===== src/rtl/etx_pkg.sv =====
package etx_pkg;
  typedef enum logic [2:0] {
    ST_SLEEP   = 3'd0,
    ST_SAMPLE  = 3'd1,
    ST_DECIDE  = 3'd2,
    ST_SETTLE  = 3'd3,
    ST_SEND    = 3'd4
  } seq_state_t;
endpackage


===== src/rtl/etx_tick_gen.sv =====
module etx_tick_gen #(
  parameter int PERIOD_CYC = 64
) (
  input  logic clk,
  input  logic rst,
  output logic tick
);
  localparam int PW = (PERIOD_CYC > 1) ? $clog2(PERIOD_CYC) : 1;
  localparam logic [PW-1:0] WRAP = PW'(PERIOD_CYC - 1);

  logic [PW-1:0] cnt_q;

  always_ff @(posedge clk) begin
    if (rst) begin
      cnt_q <= '0;
      tick  <= 1'b0;
    end else begin
      cnt_q <= (cnt_q == WRAP) ? '0 : cnt_q + 1'b1;
      tick  <= (cnt_q == WRAP);
    end
  end

  AST_TICK_SINGLE: assert property (@(posedge clk) disable iff (rst)
    tick |=> !tick);
endmodule


===== src/rtl/etx_dwell_timer.sv =====
module etx_dwell_timer #(
  parameter int CW = 4
) (
  input  logic          clk,
  input  logic          rst,
  input  logic          clear,
  input  logic [CW-1:0] limit,
  output logic          last
);
  logic [CW-1:0] cnt_q;

  assign last = (cnt_q == limit - 1'b1);

  always_ff @(posedge clk) begin
    if (rst || clear) cnt_q <= '0;
    else if (!last)   cnt_q <= cnt_q + 1'b1;
  end

  AST_DWELL_HOLD: assert property (@(posedge clk) disable iff (rst)
    (last && !clear) |=> $stable(cnt_q));
endmodule


===== src/rtl/etx_fsm.sv =====
module etx_fsm
  import etx_pkg::*;
#(
  parameter int ADC_W       = 8,
  parameter int XO_CYC      = 12,
  parameter int TX_CYC      = 5,
  parameter int ADC_TMO_CYC = 6,
  parameter int CW          = 4
) (
  input  logic             clk,
  input  logic             rst,
  input  logic             tick,
  input  logic [ADC_W-1:0] thresh,
  input  logic             data_pending,
  input  logic             adc_valid,
  input  logic [ADC_W-1:0] adc_data,
  input  logic             dwell_last,
  output logic             dwell_clear,
  output logic [CW-1:0]    dwell_limit,
  output logic             adc_req,
  output logic             xo_en,
  output logic             tx_grant,
  output logic             domain_on
);
  seq_state_t state_q, state_n;
  logic [ADC_W-1:0] code_q;
  logic             enough;

  assign enough = (code_q >= thresh) && data_pending;

  always_comb begin
    state_n = state_q;
    unique case (state_q)
      ST_SLEEP:  if (tick) state_n = ST_SAMPLE;
      ST_SAMPLE: begin
        if (adc_valid)       state_n = ST_DECIDE;
        else if (dwell_last) state_n = ST_SLEEP;
      end
      ST_DECIDE: state_n = enough ? ST_SETTLE : ST_SLEEP;
      ST_SETTLE: if (dwell_last) state_n = ST_SEND;
      ST_SEND:   if (dwell_last) state_n = ST_SLEEP;
      default:   state_n = ST_SLEEP;
    endcase
  end

  always_comb begin
    unique case (state_q)
      ST_SAMPLE: dwell_limit = CW'(ADC_TMO_CYC);
      ST_SETTLE: dwell_limit = CW'(XO_CYC);
      ST_SEND:   dwell_limit = CW'(TX_CYC);
      default:   dwell_limit = CW'(1);
    endcase
  end

  assign dwell_clear = (state_n != state_q);

  always_ff @(posedge clk) begin
    if (rst) begin
      state_q   <= ST_SLEEP;
      code_q    <= '0;
      adc_req   <= 1'b0;
      xo_en     <= 1'b0;
      tx_grant  <= 1'b0;
      domain_on <= 1'b0;
    end else begin
      state_q   <= state_n;
      if (state_q == ST_SAMPLE && adc_valid) code_q <= adc_data;
      adc_req   <= (state_n == ST_SAMPLE);
      xo_en     <= (state_n == ST_SETTLE) || (state_n == ST_SEND);
      tx_grant  <= (state_n == ST_SEND);
      domain_on <= (state_n != ST_SLEEP);
    end
  end

  AST_TMO_ABORT: assert property (@(posedge clk) disable iff (rst)
    (state_q == ST_SAMPLE && !adc_valid && dwell_last) |=> (state_q == ST_SLEEP));
  AST_LOW_ENERGY_SLEEP: assert property (@(posedge clk) disable iff (rst)
    (state_q == ST_DECIDE && code_q < thresh) |=> (state_q == ST_SLEEP));
  AST_WAKE_FROM_SLEEP: assert property (@(posedge clk) disable iff (rst)
    $rose(adc_req) |-> $past(state_q == ST_SLEEP));
endmodule


===== src/rtl/energy_tx_sequencer.sv =====
module energy_tx_sequencer #(
  parameter int PERIOD_CYC  = 163840,
  parameter int XO_CYC      = 655,
  parameter int TX_CYC      = 22,
  parameter int ADC_TMO_CYC = 16,
  parameter int ADC_W       = 10
) (
  input  logic             clk,
  input  logic             rst,
  input  logic [ADC_W-1:0] thresh,
  input  logic             data_pending,
  input  logic             adc_valid,
  input  logic [ADC_W-1:0] adc_data,
  output logic             adc_req,
  output logic             xo_en,
  output logic             tx_grant,
  output logic             domain_on
);
  localparam int MAX_A   = (XO_CYC > TX_CYC) ? XO_CYC : TX_CYC;
  localparam int MAX_DW  = (MAX_A > ADC_TMO_CYC) ? MAX_A : ADC_TMO_CYC;
  localparam int CW      = $clog2(MAX_DW + 1);

  logic          tick;
  logic          dwell_last;
  logic          dwell_clear;
  logic [CW-1:0] dwell_limit;

  etx_tick_gen #(.PERIOD_CYC(PERIOD_CYC)) u_tick (
    .clk  (clk),
    .rst  (rst),
    .tick (tick)
  );

  etx_dwell_timer #(.CW(CW)) u_dwell (
    .clk   (clk),
    .rst   (rst),
    .clear (dwell_clear),
    .limit (dwell_limit),
    .last  (dwell_last)
  );

  etx_fsm #(
    .ADC_W       (ADC_W),
    .XO_CYC      (XO_CYC),
    .TX_CYC      (TX_CYC),
    .ADC_TMO_CYC (ADC_TMO_CYC),
    .CW          (CW)
  ) u_fsm (
    .clk          (clk),
    .rst          (rst),
    .tick         (tick),
    .thresh       (thresh),
    .data_pending (data_pending),
    .adc_valid    (adc_valid),
    .adc_data     (adc_data),
    .dwell_last   (dwell_last),
    .dwell_clear  (dwell_clear),
    .dwell_limit  (dwell_limit),
    .adc_req      (adc_req),
    .xo_en        (xo_en),
    .tx_grant     (tx_grant),
    .domain_on    (domain_on)
  );

  AST_GRANT_NEEDS_XO: assert property (@(posedge clk) disable iff (rst)
    tx_grant |-> xo_en);
  AST_GRANT_AFTER_XO: assert property (@(posedge clk) disable iff (rst)
    $rose(tx_grant) |-> $past(xo_en));
  AST_XO_DROPS_WITH_GRANT: assert property (@(posedge clk) disable iff (rst)
    $fell(tx_grant) |-> !xo_en);
  AST_REQ_XO_EXCLUSIVE: assert property (@(posedge clk) disable iff (rst)
    !(adc_req && xo_en));
  AST_DOMAIN_COVERS: assert property (@(posedge clk) disable iff (rst)
    (adc_req || xo_en) |-> domain_on);
endmodule


===== config.mk =====
export PLATFORM = sky130hd
export DESIGN_NAME = energy_tx_sequencer
export DESIGN_NICKNAME = d
export VERILOG_FILES = /design/src/rtl/etx_pkg.sv /design/src/rtl/etx_tick_gen.sv /design/src/rtl/etx_dwell_timer.sv /design/src/rtl/etx_fsm.sv /design/src/rtl/energy_tx_sequencer.sv
export SDC_FILE = /design/constraint.sdc
export NUM_CORES = 1
export LEC_CHECK = 0
export CAP_MARGIN = 20
export CELL_PAD_IN_SITES_DETAIL_PLACEMENT = 1
export CELL_PAD_IN_SITES_GLOBAL_PLACEMENT = 1
export CORE_UTILIZATION = 45
export DETAILED_ROUTE_END_ITERATION = 6
export GPL_TIMING_DRIVEN = 0
export PLACE_DENSITY = 0.93
export SETUP_SLACK_MARGIN = 0.1
export SYNTH_ARGS = -nofsm -noshare
export SYNTH_HDL_FRONTEND = slang
export SYNTH_HIERARCHICAL = 1
export SYNTH_SLANG_ARGS = --single-unit

===== constraint.sdc =====
create_clock -name clk -period 13.1 [get_ports clk]
set_clock_uncertainty 0.05 [all_clocks]
set_input_delay 2.62 -clock clk [delete_from_list [all_inputs] [get_ports clk]]
set_output_delay 2.62 -clock clk [all_outputs]
set_load 0.02 [all_outputs]

==> impl_metrics.prom, run 1 <==
# TYPE chip_impl_metric gauge
chip_impl_info{name="timing.hold.worst.class",value="reg2reg"} 1
chip_impl_metric{name="max_slew_margin",unit=""} 0.493
chip_impl_metric{name="wire_length_of_the_first_global_routing_pass",unit="mm"} 12.2
chip_impl_metric{name="post_route_cells_drive_above_1_share",unit=""} 0.116
chip_impl_metric{name="critical_path_peak_fanout",unit=""} 10
chip_impl_metric{name="synth_cells",unit=""} 335
chip_impl_metric{name="hold_depth",unit=""} 2
chip_impl_metric{name="row_count",unit=""} 28
chip_impl_metric{name="ys_seq_elements",unit=""} 46
chip_impl_metric{name="grt_antenna_before_repair",unit=""} 0
chip_impl_metric{name="reg2regPathDepth",unit=""} 19
chip_impl_metric{name="drt_wl_total",unit="mm"} 7.43
chip_impl_metric{name="cts_num_sinks",unit=""} 46
chip_impl_metric{name="period_needed",unit="ps"} 5060
chip_impl_metric{name="yosys.area.top_type_share",unit=""} 0.329
chip_impl_info{name="launch_point_of_the_worst_reg_to_reg_path",value="u_fsm/state_q[2]"} 1
chip_impl_metric{name="initial_core_util",unit=""} 0.470
chip_impl_info{name="synth_flop_cell",value="sky130_fd_sc_hd__dfxtp_1"} 1
chip_impl_metric{name="worstPathRequired",unit="ps"} 13290
chip_impl_metric{name="cts-buffers-inserted",unit=""} 5
chip_impl_info{name="critical-path-slowest-cell",value="sky130_fd_sc_hd__o21ai_0"} 1
chip_impl_metric{name="slew_violations",unit=""} 0
chip_impl_metric{name="worst_ir_drop_vdd",unit="uV"} 39.1
chip_impl_info{name="rsz0062_at_grt",value="no"} 1
chip_impl_info{name="hold_path_sink",value="u_fsm/code_q[7]"} 1
chip_impl_metric{name="area_of_the_die",unit="um2"} 6540
chip_impl_info{name="timing.hold.worst.start",value="u_fsm/code_q[7]"} 1
chip_impl_info{name="cts_tree",value="done"} 1
chip_impl_metric{name="tns",unit="ps"} 0
chip_impl_info{name="synthTopCellsByArea",value="sky130_fd_sc_hd__dfxtp_1, sky130_fd_sc_hd__xnor2_1, sky130_fd_sc_hd__ha_1"} 1
chip_impl_metric{name="area_growth_syn_to_layout",unit="%"} 17.2
chip_impl_metric{name="grt_overflow",unit=""} 0
chip_impl_metric{name="cap_violations",unit=""} 0
chip_impl_metric{name="drt_iter0_drc",unit=""} 72
chip_impl_metric{name="yosysSeqAreaShare",unit=""} 0.329
chip_impl_metric{name="synthDistinctLibCells",unit=""} 70
chip_impl_metric{name="max_freq",unit="MHz"} 197
chip_impl_metric{name="power.static_leakage",unit="nW"} 1.22
chip_impl_metric{name="grt_start_max_net_pins",unit=""} 15
chip_impl_metric{name="clk_pin_slew_worst_paths",unit="ps"} 90
chip_impl_metric{name="synth_edf_count",unit=""} 0
chip_impl_metric{name="ant_nets",unit=""} 0
chip_impl_metric{name="hpwl",unit="mm"} 5.51
chip_impl_metric{name="cts_setup_buffers",unit=""} 0
chip_impl_info{name="synth.largest_area_cell",value="sky130_fd_sc_hd__dfxtp_1"} 1
chip_impl_info{name="worstSetupEndpointType",value="register"} 1
chip_impl_metric{name="r2r_slack",unit="ps"} 8040
chip_impl_info{name="path_cells",value="nand2b_1 -> buf_6 -> o21ai_0 -> inv_1 -> ha_1 -> xor2_1 -> or4_1 -> a2111oi_0 -> o2111a_2 -> nand2_4 -> inv_1 -> nor2b_1 -> a22oi_1 -> or2_4 -> a2bb2oi_1 -> nand4_1 -> clkbuf_1 -> or3_1 -> mux2i_1"} 1
chip_impl_metric{name="remaining_design_rule_violation_count",unit=""} 0
chip_impl_metric{name="cts-hold-fix-buffers",unit=""} 0
chip_impl_metric{name="finish.net_count",unit=""} 408
chip_impl_metric{name="cp_data_arrival_time",unit="ps"} 5250
chip_impl_metric{name="port-buffer-count",unit=""} 27
chip_impl_metric{name="first_global_vias",unit=""} 2665
chip_impl_metric{name="antennaDiodeCount",unit=""} 0
chip_impl_metric{name="floorplan.die.height",unit="um"} 80.9
chip_impl_metric{name="core_area",unit="um2"} 5960
chip_impl_metric{name="clk_path_buf_depth",unit=""} 2
chip_impl_metric{name="htree_levels",unit=""} 2
chip_impl_metric{name="routed-via-count",unit=""} 2542
chip_impl_metric{name="drt-vias-per-instance",unit=""} 5.69
chip_impl_metric{name="wl_per_cell",unit="um"} 16.6
chip_impl_metric{name="grtUsageTotal",unit=""} 0.243
chip_impl_info{name="worst_path_most_repeated_cell",value="sky130_fd_sc_hd__inv_1"} 1
chip_impl_metric{name="finalSetupViolations",unit=""} 0
chip_impl_metric{name="number_of_synthesis_warnings",unit=""} 6
chip_impl_metric{name="finalWeightedCongestion",unit=""} 0.829
chip_impl_metric{name="powerDensity",unit="nW/um2"} 84.8
chip_impl_metric{name="hold_ws",unit="ps"} 417
chip_impl_info{name="status",value="finished clean"} 1
chip_impl_info{name="regToRegEndpoint",value="u_dwell/cnt_q[5]"} 1
chip_impl_metric{name="max_slew.worst_pin.slew",unit="ps"} 758
chip_impl_info{name="startpoint_type",value="register"} 1
chip_impl_metric{name="final-hold-violation-count",unit=""} 0
chip_impl_metric{name="crit_path_max_incr_delay",unit="ps"} 550
chip_impl_metric{name="dieWidth",unit="um"} 80.9
chip_impl_metric{name="top_level_ports",unit=""} 28
chip_impl_metric{name="clk-insertion-delay-late",unit="ps"} 300
chip_impl_metric{name="avg_inst_size_synth",unit="um2"} 8.35
chip_impl_metric{name="syn_std_cell_area",unit="um2"} 2800
chip_impl_info{name="worst-setup-path-type",value="reg2reg"} 1
chip_impl_metric{name="firstDrtPassIters",unit=""} 4
chip_impl_metric{name="cts.repair.resized",unit=""} 0
chip_impl_info{name="clockRootBuffer",value="sky130_fd_sc_hd__clkbuf_8"} 1
chip_impl_metric{name="fin_crit_sh",unit=""} 0.387
chip_impl_metric{name="async_reset_ff_frac",unit=""} 0
==> report_power, final <==
| group | internal, mW | switching (mW) |
|---|---|---|
| Sequential | 0.142 | 0.00306 |
| Clock | 0.0570 | 0.0486 |
| Combinational | 0.0148 | 0.0131 |
| Total | 0.213 | 0.0647 |
==> synth_stat cells (2+ instances only) <==
master / count
sky130_fd_sc_hd__or3_1: 4
sky130_fd_sc_hd__nor2_1: 32
sky130_fd_sc_hd__nor2b_1: 2
sky130_fd_sc_hd__a21oi_1: 26
sky130_fd_sc_hd__a21boi_0: 2
sky130_fd_sc_hd__clkbuf_1: 4
sky130_fd_sc_hd__buf_6: 3
sky130_fd_sc_hd__nor3_1: 17
sky130_fd_sc_hd__nor4_1: 6
sky130_fd_sc_hd__dfxtp_1: 46
sky130_fd_sc_hd__a211oi_2: 2
sky130_fd_sc_hd__xor2_1: 9
sky130_fd_sc_hd__mux2i_1: 2
sky130_fd_sc_hd__inv_1: 21
sky130_fd_sc_hd__buf_4: 8
sky130_fd_sc_hd__nand2_1: 36
sky130_fd_sc_hd__nand2b_1: 4
sky130_fd_sc_hd__o21ai_0: 6
sky130_fd_sc_hd__nand2b_4: 2
sky130_fd_sc_hd__and4_4: 2
sky130_fd_sc_hd__xnor2_1: 20
sky130_fd_sc_hd__a211oi_1: 2
sky130_fd_sc_hd__nand4_1: 9
sky130_fd_sc_hd__and2_1: 3
sky130_fd_sc_hd__or4_4: 2
sky130_fd_sc_hd__a31o_1: 3
sky130_fd_sc_hd__ha_1: 13
sky130_fd_sc_hd__a21o_1: 2
sky130_fd_sc_hd__nand3_1: 6
==> metal layers <==
| layer | global-route usage | vias to the layer above | routed length, um |
|---|---|---|---|
| met5 | 0 | - | 0 |
| met4 | 0.127 | 0 | 277 |
| met3 | 0.0438 | 25 | 274 |
| met2 | 0.449 | 60 | 3880 |
| met1 | 0.260 | 1224 | 3000 |
| li1 | - | 1233 | - |
==> state kept, by name (all words and copies together), names as in the netlist <==
register,flops
u_tick/cnt_q,18
u_dwell/cnt_q,10
u_fsm/code_q,10
u_fsm/state_q,3
u_fsm/adc_req,1
u_fsm/domain_on,1
u_fsm/tx_grant,1
u_fsm/xo_en,1
u_tick/tick,1
==> worst max path at each step <==
stage | from | end | depth (start not counted)
finish | u_fsm/state_q[2] | u_dwell/cnt_q[5] | 19
CTS | u_fsm/state_q[2] | u_dwell/cnt_q[5] | 19
global placement | thresh[3] | u_dwell/cnt_q[8] | 11
floorplan | thresh[3] | u_dwell/cnt_q[8] | 10
global route | u_fsm/state_q[2] | u_dwell/cnt_q[5] | 19
detailed placement | thresh[3] | u_dwell/cnt_q[9] | 11
==> layout by cell type (no fill, tap or decap), types with 3 or more instances in the layout <==
cell,n
sky130_fd_sc_hd__buf_4,8
sky130_fd_sc_hd__a21oi_1,26
sky130_fd_sc_hd__ha_1,13
sky130_fd_sc_hd__buf_6,3
sky130_fd_sc_hd__xnor2_1,20
sky130_fd_sc_hd__inv_1,21
sky130_fd_sc_hd__nor4_1,6
sky130_fd_sc_hd__nand2_1,36
sky130_fd_sc_hd__clkbuf_1,5
sky130_fd_sc_hd__dfxtp_1,46
sky130_fd_sc_hd__o21ai_0,6
sky130_fd_sc_hd__nor2_1,32
sky130_fd_sc_hd__nand2b_1,4
sky130_fd_sc_hd__conb_1,3
sky130_fd_sc_hd__and2_1,3
sky130_fd_sc_hd__or3_1,4
sky130_fd_sc_hd__clkbuf_8,5
sky130_fd_sc_hd__xor2_1,9
sky130_fd_sc_hd__clkdlybuf4s50_1,27
sky130_fd_sc_hd__nor3_1,17
sky130_fd_sc_hd__a31o_1,3
sky130_fd_sc_hd__nand3_1,6
sky130_fd_sc_hd__nand4_1,9
==> through the flow <==
stage	utilization	worst slack, ps	total power [mW]	area (um2)	std cells
after floorplan	-	8640	0.163	2810	337
after global placement	0.532	7970	0.174	3170	439
after detailed placement	0.532	7890	0.175	3170	439
after CTS	0.551	8060	0.280	3280	447
after global routing	0.551	7720	0.290	3280	447
final	0.551	8040	0.278	3280	447
==> critical path: cells and delay by family, from the launching register on <==
| kind | cells | cell delay, ps |
|---|---|---|
| xor gates and xnor gates | 1 | 160 |
| and+or+nand+nor | 7 | 1510 |
| muxes | 1 | 130 |
| adders and majority gates | 1 | 280 |
| buffers and inverters | 4 | 690 |
| DFF | 1 | 390 |
| AOI/OAI and AO/OA | 5 | 1780 |
==> area by class of cell <==
cell class	count	area, um2
buffer	16	113
clock buffer	6	72.6
clock inverter	2	37.5
fill	721	2680
inverter	22	82.6
multi-input combinational	253	1690
sequential	46	921
tap	75	93.8
timing repair buffer	27	270
==> logic make-up (layout without fill, tap and decap cells) <==
kind of cell               Yosys count  in the layout  share of synthesized area
and+or+nand+nor                    143            143                      0.280
AOI/OAI and AO/OA                   62             62                      0.156
DFF                                 46             46                      0.329
buffers and inverters               38             73                     0.0698
xor gates and xnor gates            30             30                     0.0993
adders and majority gates           13             13                     0.0581
muxes                                2              2                    0.00716
other                                1              3                    0.00134
(Power assumes the default switching activity.)
==> run 2: changes to the inputs <==
- CORE_UTILIZATION: 45 -> 39
- PLACE_DENSITY: 0.93 -> 0.86
- clock period: 13.1 -> 4.4 ns (I/O delays scaled with it)
==> run 2 against run 1 <==
Clock-buffer cell count decreased by 1. Maximum frequency rose by 22%. Global-route usage is 5.2 points lower. Setup slack lost 7800 ps. Utilization decreased by 4.7 points. Routed wire length shrank 4.0%. Highest routed layer unchanged. Total power rose to 3.0 times the previous value. Combinational power grew to 3.1 times the previous value. Worst hold slack hardly changed. Via count down 0.55%. Sequential cell count unchanged.
==> impl_metrics.prom, run 2 (synthesized netlist as in run 1, its figures left out) <==
# TYPE chip_impl_metric gauge
chip_impl_info{name="status",value="finished clean"} 1
chip_impl_metric{name="max_freq",unit="MHz"} 241
chip_impl_info{name="critPathLaunch",value="u_fsm/state_q[1]"} 1
chip_impl_metric{name="row_count",unit=""} 30
chip_impl_info{name="final_common_cell",value="sky130_fd_sc_hd__dfxtp_1"} 1
chip_impl_info{name="timing.hold.worst.start",value="u_fsm/code_q[1]"} 1
chip_impl_info{name="critical-path-slowest-cell",value="sky130_fd_sc_hd__or4_4"} 1
chip_impl_metric{name="total_switching_power",unit="uW"} 199
chip_impl_metric{name="wire_length_of_the_first_global_routing_pass",unit="mm"} 11.6
chip_impl_metric{name="placed_cells",unit=""} 460
chip_impl_metric{name="period_needed",unit="ps"} 4160
chip_impl_metric{name="hpwl",unit="mm"} 5.10
chip_impl_metric{name="r2r_slack",unit="ps"} 240
chip_impl_metric{name="area_of_the_die",unit="um2"} 7520
chip_impl_metric{name="critical_path_buf_inv_count",unit=""} 4
chip_impl_metric{name="cap_violations",unit=""} 0
chip_impl_metric{name="worstPathRequired",unit="ps"} 4570
chip_impl_metric{name="power.share.switching",unit=""} 0.237
chip_impl_metric{name="routed-via-count",unit=""} 2528
chip_impl_metric{name="top_level_ports",unit=""} 28
chip_impl_metric{name="clk-insertion-delay-late",unit="ps"} 300
chip_impl_metric{name="finalWeightedCongestion",unit=""} 0.833
chip_impl_metric{name="antennaDiodeCount",unit=""} 0
chip_impl_metric{name="largest_register_ffs",unit=""} 18
chip_impl_metric{name="dieWidth",unit="um"} 86.7
chip_impl_metric{name="port-buffer-count",unit=""} 27
chip_impl_metric{name="first_global_vias",unit=""} 2602
chip_impl_metric{name="drt-vias-per-instance",unit=""} 5.29
chip_impl_metric{name="powerDensity",unit="nW/um2"} 242
chip_impl_metric{name="share_seq_of_total_power",unit=""} 0.514
chip_impl_metric{name="slew_violations",unit=""} 0
chip_impl_info{name="path_cells",value="buf_4 -> nor2_2 -> nand2_2 -> o21ai_4 -> inv_1 -> ha_2 -> xor2_1 -> or4_4 -> a2111oi_4 -> o2111a_2 -> nand2_4 -> inv_4 -> nor2b_1 -> a22oi_1 -> or2_4 -> a2bb2oi_1 -> nand4_1 -> buf_6 -> or3_1 -> mux2i_1"} 1
chip_impl_metric{name="power.combinational.fraction",unit=""} 0.103
chip_impl_metric{name="p_int",unit="uW"} 639
chip_impl_info{name="cts_tree",value="done"} 1
chip_impl_info{name="final_cell_mix",value="sky130_fd_sc_hd__dfxtp_1, sky130_fd_sc_hd__nand2_1, sky130_fd_sc_hd__nor2_1, sky130_fd_sc_hd__clkdlybuf4s50_1, sky130_fd_sc_hd__a21oi_1"} 1
chip_impl_metric{name="tns",unit="ps"} 0
chip_impl_metric{name="cell_area_after_placement",unit="um2"} 3200
chip_impl_info{name="launch_point_of_the_worst_reg_to_reg_path",value="u_fsm/state_q[1]"} 1
chip_impl_metric{name="power.static_leakage",unit="nW"} 1.29
chip_impl_info{name="layout_top_registers",value="u_tick/cnt_q: 18 flops, u_dwell/cnt_q: 10 flops, u_fsm/code_q: 10 flops"} 1
chip_impl_metric{name="cp_data_arrival_time",unit="ps"} 4330
chip_impl_metric{name="wl_per_cell",unit="um"} 14.9
chip_impl_metric{name="initial_core_util",unit=""} 0.407
chip_impl_info{name="startpoint_type",value="register"} 1
chip_impl_metric{name="grtUsageTotal",unit=""} 0.191
chip_impl_metric{name="critical_path_peak_fanout",unit=""} 9
chip_impl_metric{name="cts_num_sinks",unit=""} 46
chip_impl_metric{name="htree_levels",unit=""} 2
chip_impl_metric{name="fin_total_pwr",unit="uW"} 837
chip_impl_metric{name="cts-buffers-inserted",unit=""} 5
chip_impl_metric{name="firstDrtPassIters",unit=""} 4
chip_impl_metric{name="final-hold-violation-count",unit=""} 0
chip_impl_metric{name="clk_path_buf_depth",unit=""} 2
chip_impl_metric{name="fin_crit_sh",unit=""} 0.944
chip_impl_metric{name="core_area",unit="um2"} 6870
chip_impl_metric{name="cts-hold-fix-buffers",unit=""} 0
chip_impl_metric{name="remaining_design_rule_violation_count",unit=""} 0
chip_impl_metric{name="drt_wl_total",unit="mm"} 7.14
chip_impl_metric{name="worst_ir_drop_vdd",unit="uV"} 180
chip_impl_metric{name="worstSetupPathDepth",unit=""} 20
chip_impl_metric{name="ant_nets",unit=""} 0
chip_impl_metric{name="pwr-share-clk",unit=""} 0.383
chip_impl_metric{name="reg2regPathDepth",unit=""} 20
chip_impl_metric{name="floorplan.die.height",unit="um"} 86.7
chip_impl_metric{name="layout_utilization",unit=""} 0.503
chip_impl_metric{name="finalSetupViolations",unit=""} 0
chip_impl_metric{name="drt_iter0_drc",unit=""} 74
chip_impl_metric{name="postLayoutCellArea",unit="um2"} 3460
chip_impl_metric{name="area_growth_syn_to_layout",unit="%"} 23.6
chip_impl_info{name="worst-setup-path-type",value="reg2reg"} 1
chip_impl_metric{name="grt_start_max_net_pins",unit=""} 16
chip_impl_info{name="timing.hold.worst.class",value="reg2reg"} 1
chip_impl_info{name="timing.critical_path.max_delay_family",value="simple AND/OR/NAND/NOR gates"} 1
chip_impl_metric{name="grt_antenna_before_repair",unit=""} 0
chip_impl_metric{name="grt_overflow",unit=""} 0
chip_impl_info{name="clockRootBuffer",value="sky130_fd_sc_hd__clkbuf_8"} 1
chip_impl_metric{name="post_route_cells_drive_above_1_share",unit=""} 0.175
chip_impl_metric{name="clk_pin_slew_worst_paths",unit="ps"} 100
chip_impl_metric{name="crit_path_max_incr_delay",unit="ps"} 440
chip_impl_metric{name="finish.net_count",unit=""} 418
chip_impl_metric{name="hold_depth",unit=""} 2
chip_impl_info{name="worstSetupEndpointType",value="register"} 1
chip_impl_metric{name="post_layout_nonfiller_instances",unit=""} 478
chip_impl_info{name="top_register",value="u_tick/cnt_q"} 1
run 2: cell count changes in the layout (fill, tap and decap cells not counted), sizes merged:
cell	before	now
buf	12	23
clkbuf	10	8
clkinv	0	1
clkinvlp	1	0
inv	22	23
run 2: final timing paths:
path,end
worst max-delay path,u_dwell/cnt_q[5]
worst max register to register,u_dwell/cnt_q[5]
worst min register to register,u_fsm/code_q[1]
worst min-delay path,u_fsm/code_q[1]
run 2: per-layer routing:
layer	global-route usage	vias to the layer above	share of wire
met4	0.0500	0	0.014
met3	0.0219	11	0.031
met5	0	-	0
li1	-	1252	-
met1	0.229	1221	0.44
met2	0.359	44	0.52
run 2: through the flow:
step,hold slack (ps),setup WS (ps)
2_1_floorplan,386,227
3_3_place_gp,396,-410
3_5_place_dp,405,-473
4_1_cts,419,120
5_1_grt,442,-2.34
6_report,417,245
run 2: worst reg2reg max path: stages (launching register included):
cell                        delay, ps
sky130_fd_sc_hd__dfxtp_1          310
sky130_fd_sc_hd__buf_4            170
sky130_fd_sc_hd__nor2_2           190
sky130_fd_sc_hd__nand2_2          110
sky130_fd_sc_hd__o21ai_4           90
sky130_fd_sc_hd__inv_1             80
sky130_fd_sc_hd__ha_2             220
sky130_fd_sc_hd__xor2_1           150
sky130_fd_sc_hd__or4_4            440
sky130_fd_sc_hd__a2111oi_4        300
sky130_fd_sc_hd__o2111a_2         310
sky130_fd_sc_hd__nand2_4          110
sky130_fd_sc_hd__inv_4            100
sky130_fd_sc_hd__nor2b_1           70
sky130_fd_sc_hd__a22oi_1          210
sky130_fd_sc_hd__or2_4            170
sky130_fd_sc_hd__a2bb2oi_1        150
sky130_fd_sc_hd__nand4_1          190
sky130_fd_sc_hd__buf_6            200
sky130_fd_sc_hd__or3_1            340
sky130_fd_sc_hd__mux2i_1          130
run 2: what timing repair did:
action	4_1_cts	5_1_grt
setup endpoints to repair	10	7
buffers inserted	1	9
gates resized for setup	11	12
pin swaps	1	7
run 2: power by group through the flow:
stage               registers [mW]  clock network, mW  logic (mW)
floorplan                    0.438                  0      0.0485
global placement             0.440                  0      0.0785
detailed placement           0.440                  0      0.0810
CTS                          0.431              0.329      0.0834
global route                 0.432              0.343      0.0960
finish                       0.430              0.321      0.0863
run 2: layout make-up:
| class | instances | area (um2) |
|---|---|---|
| Clock inverter | 3 | 43.8 |
| Tap cell | 96 | 120 |
| Inverter | 22 | 85.1 |
| Multi-Input combinational cell | 253 | 1750 |
| Fill cell | 828 | 3410 |
| Buffer | 16 | 120 |
| Sequential cell | 46 | 926 |
| Timing Repair Buffer | 37 | 345 |
| Clock buffer | 5 | 68.8 |
